## config.mk

```make
export PLATFORM = sky130hd
export DESIGN_NAME = pata_reg_front
export DESIGN_NICKNAME = d
export VERILOG_FILES = /design/src/rtl/pata_fe_pkg.sv /design/src/rtl/pata_strobe_sync.sv /design/src/rtl/pata_taskfile.sv /design/src/rtl/pata_dport.sv /design/src/rtl/pata_reg_front.sv
export SDC_FILE = /design/constraint.sdc
export NUM_CORES = 1
export LEC_CHECK = 0
export BUFFER_PORTS_ARGS = -buffer_cell sky130_fd_sc_hd__buf_4
export CAP_MARGIN = 30
export CORE_AREA = 2 2 105 107
export CTS_CLUSTER_SIZE = 28
export DETAILED_ROUTE_END_ITERATION = 8
export DIE_AREA = 0 0 107 109
export PLACE_DENSITY = 0.87
export SLEW_MARGIN = 15
export SYNTH_ARGS = -nofsm -noshare
export SYNTH_HDL_FRONTEND = slang
export SYNTH_SLANG_ARGS = --single-unit
export TNS_END_PERCENT = 100
```

## constraint.sdc

```tcl
create_clock -name clk -period 2.1 [get_ports clk]
set_input_delay 0.105 -clock clk [delete_from_list [all_inputs] [get_ports clk]]
set_output_delay 0.105 -clock clk [all_outputs]
set_load 0.01 [all_outputs]
```

## src/rtl/pata_fe_pkg.sv

```systemverilog
package pata_fe_pkg;

    // data-port sequencer states
    typedef enum logic [1:0] {
        DP_IDLE,
        DP_RD_FETCH,
        DP_RD_HOLD,
        DP_WR_DRAIN
    } dp_state_e;

    // interrupt-disable bit position inside the device-control byte
    localparam int NIEN_BIT = 1;

    // number of strobes brought into the clock domain (read, write)
    localparam int NUM_STROBES = 2;

endpackage

```

## src/rtl/pata_strobe_sync.sv

```systemverilog
module pata_strobe_sync #(
    parameter int STAGES = 2
) (
    input  logic clk,
    input  logic rst_n,
    input  logic strobe_n,
    output logic active,
    output logic rise
);

    // STAGES synchronizer flops plus one history flop for edge detection
    logic [STAGES:0] chain_q;

    always_ff @(posedge clk or negedge rst_n) begin
        if (!rst_n) begin
            chain_q <= '1;
        end else begin
            chain_q <= {chain_q[STAGES-1:0], strobe_n};
        end
    end

    assign active = ~chain_q[STAGES-1];
    assign rise   = chain_q[STAGES-1] & ~chain_q[STAGES];

endmodule

```

## src/rtl/pata_taskfile.sv

```systemverilog
module pata_taskfile #(
    parameter int ADDR_W = 3,
    parameter int BYTE_W = 8,
    localparam int NUM_PARAM = (2 ** ADDR_W) - 2,
    localparam int TF_W      = NUM_PARAM * BYTE_W
) (
    input  logic              clk,
    input  logic              rst_n,
    input  logic              wr_en,
    input  logic              wr_ctl,
    input  logic [ADDR_W-1:0] wr_addr,
    input  logic [BYTE_W-1:0] wr_byte,
    input  logic              rd_ctl,
    input  logic [ADDR_W-1:0] rd_addr,
    input  logic              stat_ack,
    input  logic              irq_set,
    input  logic [BYTE_W-1:0] dev_status,
    output logic [BYTE_W-1:0] rd_byte,
    output logic [TF_W-1:0]   tf_block,
    output logic              nien,
    output logic              irq_pend,
    output logic              cmd_valid,
    output logic [BYTE_W-1:0] cmd_byte
);

    localparam int CMD_ADR = (2 ** ADDR_W) - 1;
    localparam int CTL_ADR = (2 ** ADDR_W) - 2;

    logic [TF_W-1:0] tf_q;
    logic            cmd_hit;
    logic            ctl_hit;

    assign cmd_hit = wr_en && !wr_ctl && (wr_addr == ADDR_W'(CMD_ADR));
    assign ctl_hit = wr_en &&  wr_ctl && (wr_addr == ADDR_W'(CTL_ADR));

    // parameter bytes at addresses 1 .. NUM_PARAM
    always_ff @(posedge clk or negedge rst_n) begin
        if (!rst_n) begin
            tf_q <= '0;
        end else if (wr_en && !wr_ctl) begin
            for (int i = 1; i <= NUM_PARAM; i++) begin
                if (wr_addr == ADDR_W'(i)) begin
                    tf_q[(i-1)*BYTE_W +: BYTE_W] <= wr_byte;
                end
            end
        end
    end

    // device-control: only the interrupt-disable bit is kept
    always_ff @(posedge clk or negedge rst_n) begin
        if (!rst_n) begin
            nien <= 1'b0;
        end else if (ctl_hit) begin
            nien <= wr_byte[pata_fe_pkg::NIEN_BIT];
        end
    end

    // command pulse and opcode
    always_ff @(posedge clk or negedge rst_n) begin
        if (!rst_n) begin
            cmd_valid <= 1'b0;
            cmd_byte  <= '0;
        end else begin
            cmd_valid <= cmd_hit;
            if (cmd_hit) begin
                cmd_byte <= wr_byte;
            end
        end
    end

    // pending interrupt: a new request wins over a clear in the same cycle
    always_ff @(posedge clk or negedge rst_n) begin
        if (!rst_n) begin
            irq_pend <= 1'b0;
        end else if (irq_set) begin
            irq_pend <= 1'b1;
        end else if (cmd_hit || stat_ack) begin
            irq_pend <= 1'b0;
        end
    end

    always_comb begin
        rd_byte = '0;
        if (rd_ctl) begin
            if (rd_addr == ADDR_W'(CTL_ADR)) begin
                rd_byte = dev_status;
            end
        end else if (rd_addr == ADDR_W'(CMD_ADR)) begin
            rd_byte = dev_status;
        end else begin
            for (int i = 1; i <= NUM_PARAM; i++) begin
                if (rd_addr == ADDR_W'(i)) begin
                    rd_byte = tf_q[(i-1)*BYTE_W +: BYTE_W];
                end
            end
        end
    end

    assign tf_block = tf_q;

endmodule

```

## src/rtl/pata_dport.sv

```systemverilog
module pata_dport #(
    parameter int DATA_W = 16
) (
    input  logic              clk,
    input  logic              rst_n,
    input  logic              rd_active,
    input  logic              wr_active,
    input  logic              wr_rise,
    input  logic              dp_sel_q,
    input  logic              dp_rd_raw,
    input  logic              dp_any_raw,
    input  logic [DATA_W-1:0] wr_word,
    input  logic              rf_valid,
    input  logic [DATA_W-1:0] rf_data,
    input  logic              wf_ready,
    output logic              rf_pop,
    output logic [DATA_W-1:0] rd_word,
    output logic              wf_valid,
    output logic [DATA_W-1:0] wf_data,
    output logic              ready
);

    import pata_fe_pkg::*;

    dp_state_e state_q, state_d;
    logic [DATA_W-1:0] rd_q;
    logic [DATA_W-1:0] wf_q;

    // state register
    always_ff @(posedge clk or negedge rst_n) begin
        if (!rst_n) begin
            state_q <= DP_IDLE;
        end else begin
            state_q <= state_d;
        end
    end

    // transitions
    always_comb begin
        state_d = state_q;
        unique case (state_q)
            DP_IDLE: begin
                if (wr_rise && dp_sel_q) begin
                    state_d = DP_WR_DRAIN;
                end else if (rd_active && !wr_active && dp_sel_q) begin
                    state_d = DP_RD_FETCH;
                end
            end
            DP_RD_FETCH: begin
                if (!rd_active) begin
                    state_d = DP_IDLE;
                end else if (rf_valid) begin
                    state_d = DP_RD_HOLD;
                end
            end
            DP_RD_HOLD: begin
                if (!rd_active) begin
                    state_d = DP_IDLE;
                end
            end
            DP_WR_DRAIN: begin
                if (wf_ready) begin
                    state_d = DP_IDLE;
                end
            end
            default: state_d = DP_IDLE;
        endcase
    end

    // outputs
    always_comb begin
        rf_pop   = (state_q == DP_RD_FETCH) && rd_active && rf_valid;
        wf_valid = (state_q == DP_WR_DRAIN);
        ready    = !((dp_rd_raw && state_q != DP_RD_HOLD) ||
                     (dp_any_raw && state_q == DP_WR_DRAIN));
    end

    // word holding registers
    always_ff @(posedge clk or negedge rst_n) begin
        if (!rst_n) begin
            rd_q <= '0;
            wf_q <= '0;
        end else begin
            if (rf_pop) begin
                rd_q <= rf_data;
            end
            if (state_q == DP_IDLE && wr_rise && dp_sel_q) begin
                wf_q <= wr_word;
            end
        end
    end

    assign rd_word = rd_q;
    assign wf_data = wf_q;

endmodule

```

## src/rtl/pata_reg_front.sv

```systemverilog
module pata_reg_front #(
    parameter int DATA_W      = 16,
    parameter int ADDR_W      = 3,
    parameter int BYTE_W      = 8,
    parameter int SYNC_STAGES = 2,
    localparam int TF_W = ((2 ** ADDR_W) - 2) * BYTE_W
) (
    input  logic              clk,
    input  logic              host_rst_n,
    input  logic              cs_n,
    input  logic              ctl_cs_n,
    input  logic [ADDR_W-1:0] addr,
    input  logic              rd_n,
    input  logic              wr_n,
    input  logic [DATA_W-1:0] bus_in,
    output logic [DATA_W-1:0] bus_out,
    output logic              bus_oe,
    output logic              ready,
    output logic              intrq,
    output logic              cmd_valid,
    output logic [BYTE_W-1:0] cmd_byte,
    output logic [TF_W-1:0]   tf_block,
    input  logic [BYTE_W-1:0] dev_status,
    input  logic              irq_set,
    output logic              wf_valid,
    output logic [DATA_W-1:0] wf_data,
    input  logic              wf_ready,
    input  logic              rf_valid,
    input  logic [DATA_W-1:0] rf_data,
    output logic              rf_pop
);

    import pata_fe_pkg::*;

    localparam int CMD_ADR = (2 ** ADDR_W) - 1;
    localparam int RD_IDX  = 0;
    localparam int WR_IDX  = 1;

    logic [NUM_STROBES-1:0] strb_n;
    logic [NUM_STROBES-1:0] strb_act;
    logic [NUM_STROBES-1:0] strb_rise;

    assign strb_n[RD_IDX] = rd_n;
    assign strb_n[WR_IDX] = wr_n;

    genvar g;
    generate
        for (g = 0; g < NUM_STROBES; g++) begin : g_sync
            pata_strobe_sync #(.STAGES(SYNC_STAGES)) u_sync (
                .clk      (clk),
                .rst_n    (host_rst_n),
                .strobe_n (strb_n[g]),
                .active   (strb_act[g]),
                .rise     (strb_rise[g])
            );
        end
    endgenerate

    // bus capture while a strobe is low; the last low-cycle sample is kept
    logic              cs_q;
    logic              ctl_q;
    logic [ADDR_W-1:0] addr_q;
    logic [DATA_W-1:0] wdat_q;

    always_ff @(posedge clk or negedge host_rst_n) begin
        if (!host_rst_n) begin
            cs_q   <= 1'b1;
            ctl_q  <= 1'b1;
            addr_q <= '0;
            wdat_q <= '0;
        end else begin
            if (!rd_n || !wr_n) begin
                cs_q   <= cs_n;
                ctl_q  <= ctl_cs_n;
                addr_q <= addr;
            end
            if (!wr_n) begin
                wdat_q <= bus_in;
            end
        end
    end

    logic dp_sel_q;
    logic dp_sel_raw;
    logic dp_rd_raw;
    logic dp_any_raw;
    logic tf_wr_en;
    logic stat_ack;

    assign dp_sel_q   = !cs_q && (addr_q == '0);
    assign dp_sel_raw = !cs_n && (addr == '0);
    assign dp_rd_raw  = dp_sel_raw && !rd_n;
    assign dp_any_raw = dp_sel_raw && (!rd_n || !wr_n);
    assign tf_wr_en   = strb_rise[WR_IDX] && (!cs_q || !ctl_q) && !dp_sel_q;
    assign stat_ack   = strb_rise[RD_IDX] && !cs_q && (addr_q == ADDR_W'(CMD_ADR));

    logic [BYTE_W-1:0] rd_byte;
    logic              nien;
    logic              irq_pend;

    pata_taskfile #(.ADDR_W(ADDR_W), .BYTE_W(BYTE_W)) u_tf (
        .clk        (clk),
        .rst_n      (host_rst_n),
        .wr_en      (tf_wr_en),
        .wr_ctl     (cs_q),
        .wr_addr    (addr_q),
        .wr_byte    (wdat_q[BYTE_W-1:0]),
        .rd_ctl     (cs_n),
        .rd_addr    (addr),
        .stat_ack   (stat_ack),
        .irq_set    (irq_set),
        .dev_status (dev_status),
        .rd_byte    (rd_byte),
        .tf_block   (tf_block),
        .nien       (nien),
        .irq_pend   (irq_pend),
        .cmd_valid  (cmd_valid),
        .cmd_byte   (cmd_byte)
    );

    logic [DATA_W-1:0] rd_word;

    pata_dport #(.DATA_W(DATA_W)) u_dp (
        .clk        (clk),
        .rst_n      (host_rst_n),
        .rd_active  (strb_act[RD_IDX]),
        .wr_active  (strb_act[WR_IDX]),
        .wr_rise    (strb_rise[WR_IDX]),
        .dp_sel_q   (dp_sel_q),
        .dp_rd_raw  (dp_rd_raw),
        .dp_any_raw (dp_any_raw),
        .wr_word    (wdat_q),
        .rf_valid   (rf_valid),
        .rf_data    (rf_data),
        .wf_ready   (wf_ready),
        .rf_pop     (rf_pop),
        .rd_word    (rd_word),
        .wf_valid   (wf_valid),
        .wf_data    (wf_data),
        .ready      (ready)
    );

    assign bus_oe  = (!cs_n || !ctl_cs_n) && !rd_n;
    assign bus_out = dp_sel_raw ? rd_word : {{(DATA_W-BYTE_W){1'b0}}, rd_byte};
    assign intrq   = irq_pend && !nien;

endmodule

```

==> results.yml <==
clock_network:
  numCtsBuffers: 17
  htree_num_levels: 4
  tritoncts_clock_tree: "yes"
  clock_latency_ns: 0.51
  clock_sinks: 120
  root_buffer: "sky130_fd_sc_hd__clkbuf_8"
  cts_max_path_bufs: 2
  clk_pin_slew_ns: 0.06
  post_cts_resize_count: 0
yosys:
  mux_cell_area_share_after_synthesis_pct: 27.3
  post_synth_and_or_nand_nor_area_fraction_pct: 8.08
  synth_fp_nets: 473
  postSynth.asyncResetShare_pct: 100
  synth_xor_xnor_area_share_pct: 0
  synth_compound_gate_area_share_pct: 5.94
  syn_area_um2: 5440
  synth_cell_types: 36
  dominantRegCellSynth: "sky130_fd_sc_hd__dfrtp_1"
  synth_top_family_by_area: "multiplexers"
  yosys_top_cell_by_area: "sky130_fd_sc_hd__dfrtp_1"
  synth_adder_area_share_pct: 0
  register_area_share_after_synthesis_pct: 55.4
  ys_seq_elements: 120
  synth.top_cells.by_area: "sky130_fd_sc_hd__dfrtp_1 52%, sky130_fd_sc_hd__mux2_2 21%, sky130_fd_sc_hd__mux2_4 5.0%, sky130_fd_sc_hd__dfstp_2 3.9%, sky130_fd_sc_hd__o21ai_0 1.8%"
  yosys_warnings: 0
  netlist_instances: 421
  syn_avg_cell_area_um2: 12.9
  post-synth-top-area-fraction_pct: 51.5
  count_of_flip_flops_with_a_built_in_enable_after_synthesis: 0
routing:
  first_iter_violations: 206
  routed_wl_mm: 14.9
  drt-pass1-iter-count: 4
  vias: 4228
  routed_wire_length_per_instance_um: 19.5
  route.detailed.vias_per_inst: 5.54
  drt.antenna.violating_nets: 0
  post_route_drc: 0
floorplan:
  rows: 38
  floorplan.die_area_um2: 11700
  fp.coreArea_um2: 10600
  initial_core_util_pct: 51.3
  die_w_um: 107
  chipHeight_um: 109
  io_pins: 146
worst_hold_path:
  hold_path_startpoint: "addr[1]"
  hold_removal_path_class: "primary input to register"
  worst_hold_path.num_cells: 2
  whs_endpoint: "addr_q[1]"
outcome:
  status: "finished, final reports clean"
sta:
  slew_viol_final: 0
  setup_viol: 0
  tightestPinTransition_ns: 0.541
  final_period_minus_worst_setup_slack_ns: 1.96
  finalCritPeriodShare_pct: 93.5
  max_clock_freq_mhz: 509
  fin_setup_tns_ns: 0
  clock_skew_ns: 0.00666
  setup_repair_after_global_routing_missed_its_margin: "no"
  timing.max_slew.rel_slack_pct: 63.8
  timing.final.hold_violations: 0
critical_path:
  crit-reg2reg-launch: "addr_q[1]"
  criticalPathCategory: "register to register"
  worst_endpoint_data_arrival_time_ns: 2.41
  timing.reg2reg.setup_slack_ns: 0.14
  critical_path_required_ns: 2.55
  critical_path.reg2reg.endpoint: "u_dp.state_q[0]"
  endpoint_kind: "register"
  timing.critical_path.from_type: "register"
  critical_path_peak_fanout: 7
  logic_depth_of_the_worst_register_to_register_path: 5
grt:
  maximum_number_of_pins_on_one_net_before_global_route_repair: 84
  number_of_antenna_violations_at_the_first_check_in_global_routing: 0
  groute.usage.overall_pct: 26.3
  wire_length_of_the_first_global_routing_pass_mm: 22.9
  global_route.overflow_total: 0
  number_of_global_route_vias_before_repair: 4300
power_and_ir_drop:
  swShare_pct: 28.1
  power_switching_mw: 2.26
  sequentialPowerShare_pct: 41.3
  clock_power_share_pct: 34.4
  power.combinational.fraction_pct: 24.3
  cellPowerDensity_nw_per_um2: 1060
  static-leakage-power_nw: 3.64
  finalPower_mw: 8.04
  internal-power_mw: 5.78
  vdd_drop_max_mv: 0.660
cells_and_area:
  final.fill_count: 706
  nNetsFinal: 662
  post-route-cell-area_um2: 7600
  post_route_cells_drive_above_1_share_pct: 49.4
  utilization_pct: 71.7
  area.growth.synth_to_final_pct: 39.8
  antenna_cells_inserted: 0
placement:
  hpwl_after_detailed_placement_mm: 9.75
  post_dp_cell_area_um2: 6620
  port_buffers: 145
  finalWeightedCongestion: 0.928
run:
  max_cap_viol_count: 0
## how the worst max path moves through the flow
stage / cells after the start / endpoint / from
2_1_floorplan: 6 / u_tf.cmd_byte[0] / g_sync[1].u_sync.chain_q[1]
3_3_place_gp: 4 / u_dp.wf_data[13] / g_sync[1].u_sync.chain_q[1]
3_5_place_dp: 4 / u_tf.cmd_byte[0] / g_sync[1].u_sync.chain_q[1]
4_1_cts: 4 / rf_pop / g_sync[0].u_sync.chain_q[1]
5_1_grt: 5 / u_dp.state_q[0] / addr_q[1]
6_report: 5 / u_dp.state_q[0] / addr_q[1]
## logic make-up (layout without fill, tap and decap cells)
logic type | after synthesis | count (layout)
compound gates | 58 | 58
buf+inv | 33 | 235
flops | 120 | 120
mux | 127 | 127
simple gates | 83 | 83
## area by class of cell
cell class              instances  area, um^2  area share, %
repair buffers                192        1560           20.5
flip-flops and latches        120        3010           39.6
clock inverters                 8        95.1           1.25
inverters                      11        41.3          0.543
multi-input cells             268        2250           29.6
well taps                     140         175           2.30
clock buffers                  24         470           6.19
## stage by stage
step / instances / hold WS (ns) / setup slack, ns
2_1_floorplan: 421 / -0.191 / 0.415
3_3_place_gp: 689 / -0.0991 / 0.308
3_5_place_dp: 689 / -0.0977 / 0.239
4_1_cts: 763 / 0.0455 / 0.154
5_1_grt: 763 / 0.0812 / 0.0207
6_report: 763 / 0.0647 / 0.137
## registers in the layout, summed over array words and instances, names as in the netlist
name                   flops
u_tf.irq_pend              1
g_sync.u_sync.chain_q      6
u_dp.wf_data              16
u_tf.cmd_valid             1
wdat_q                    16
u_tf.nien                  1
u_tf.cmd_byte              8
u_dp.state_q               2
addr_q                     3
cs_q                       1
u_tf.tf_block             48
u_dp.rd_word              16
ctl_q                      1
## repair_timing
action                                 4_1_cts  5_1_grt
setup buffers                                0        0
endpoints found under the hold margin      159        0
hold buffers                                42        0
## power groups by stage
stage | clock network, mW | registers [mW] | logic (mW)
6_report | 2.77 | 3.32 | 1.95
5_1_grt | 2.92 | 3.38 | 2.07
4_1_cts | 2.78 | 3.31 | 1.96
3_5_place_dp | 0 | 3.33 | 1.88
3_3_place_gp | 0 | 3.31 | 1.81
2_1_floorplan | 0 | 3.36 | 0.758
## Yosys cell counts, drive strengths merged (2+ instances only)
master    n
and3      2
a21oi    18
nor3      9
inv      11
mux2    118
clkbuf    8
dfrtp   112
buf      14
mux2i     9
nand2b    4
nor2b     5
nand2    25
a31oi     8
o22ai     8
dfstp     8
o21ai    20
and2     10
nor2     20
nand4     3
## layer usage
metal	track usage [%]	share of wire (%)
met1	33.8	41
met2	44.1	51
met3	5.08	5.1
met4	10.7	2.3
met5	0	0
## cell usage in the layout (no fill, tap or decap), drive strengths merged, types with 3 or more instances in the layout
master,netlist,routed
dlygate4sd3,0,42
and2,10,10
o21ai,20,20
dfrtp,112,112
o22ai,8,8
mux2i,9,9
clkinv,0,4
mux2,118,118
inv,11,11
a21oi,18,18
buf,14,150
nor2,20,20
nand2,25,25
nand4,3,3
clkbuf,8,24
nand2b,4,4
dfstp,8,8
nor2b,5,5
a31oi,8,8
nor3,9,9
## critical path, cell delays in order (launching register included)
cell	delay, ns
sky130_fd_sc_hd__dfrtp_1	0.44
sky130_fd_sc_hd__nor2_1	0.29
sky130_fd_sc_hd__nand4_1	0.22
sky130_fd_sc_hd__o22a_1	0.23
sky130_fd_sc_hd__o21ai_0	0.16
sky130_fd_sc_hd__dlygate4sd3_1	0.57
Note: power is estimated with default switching activity, not from simulation.
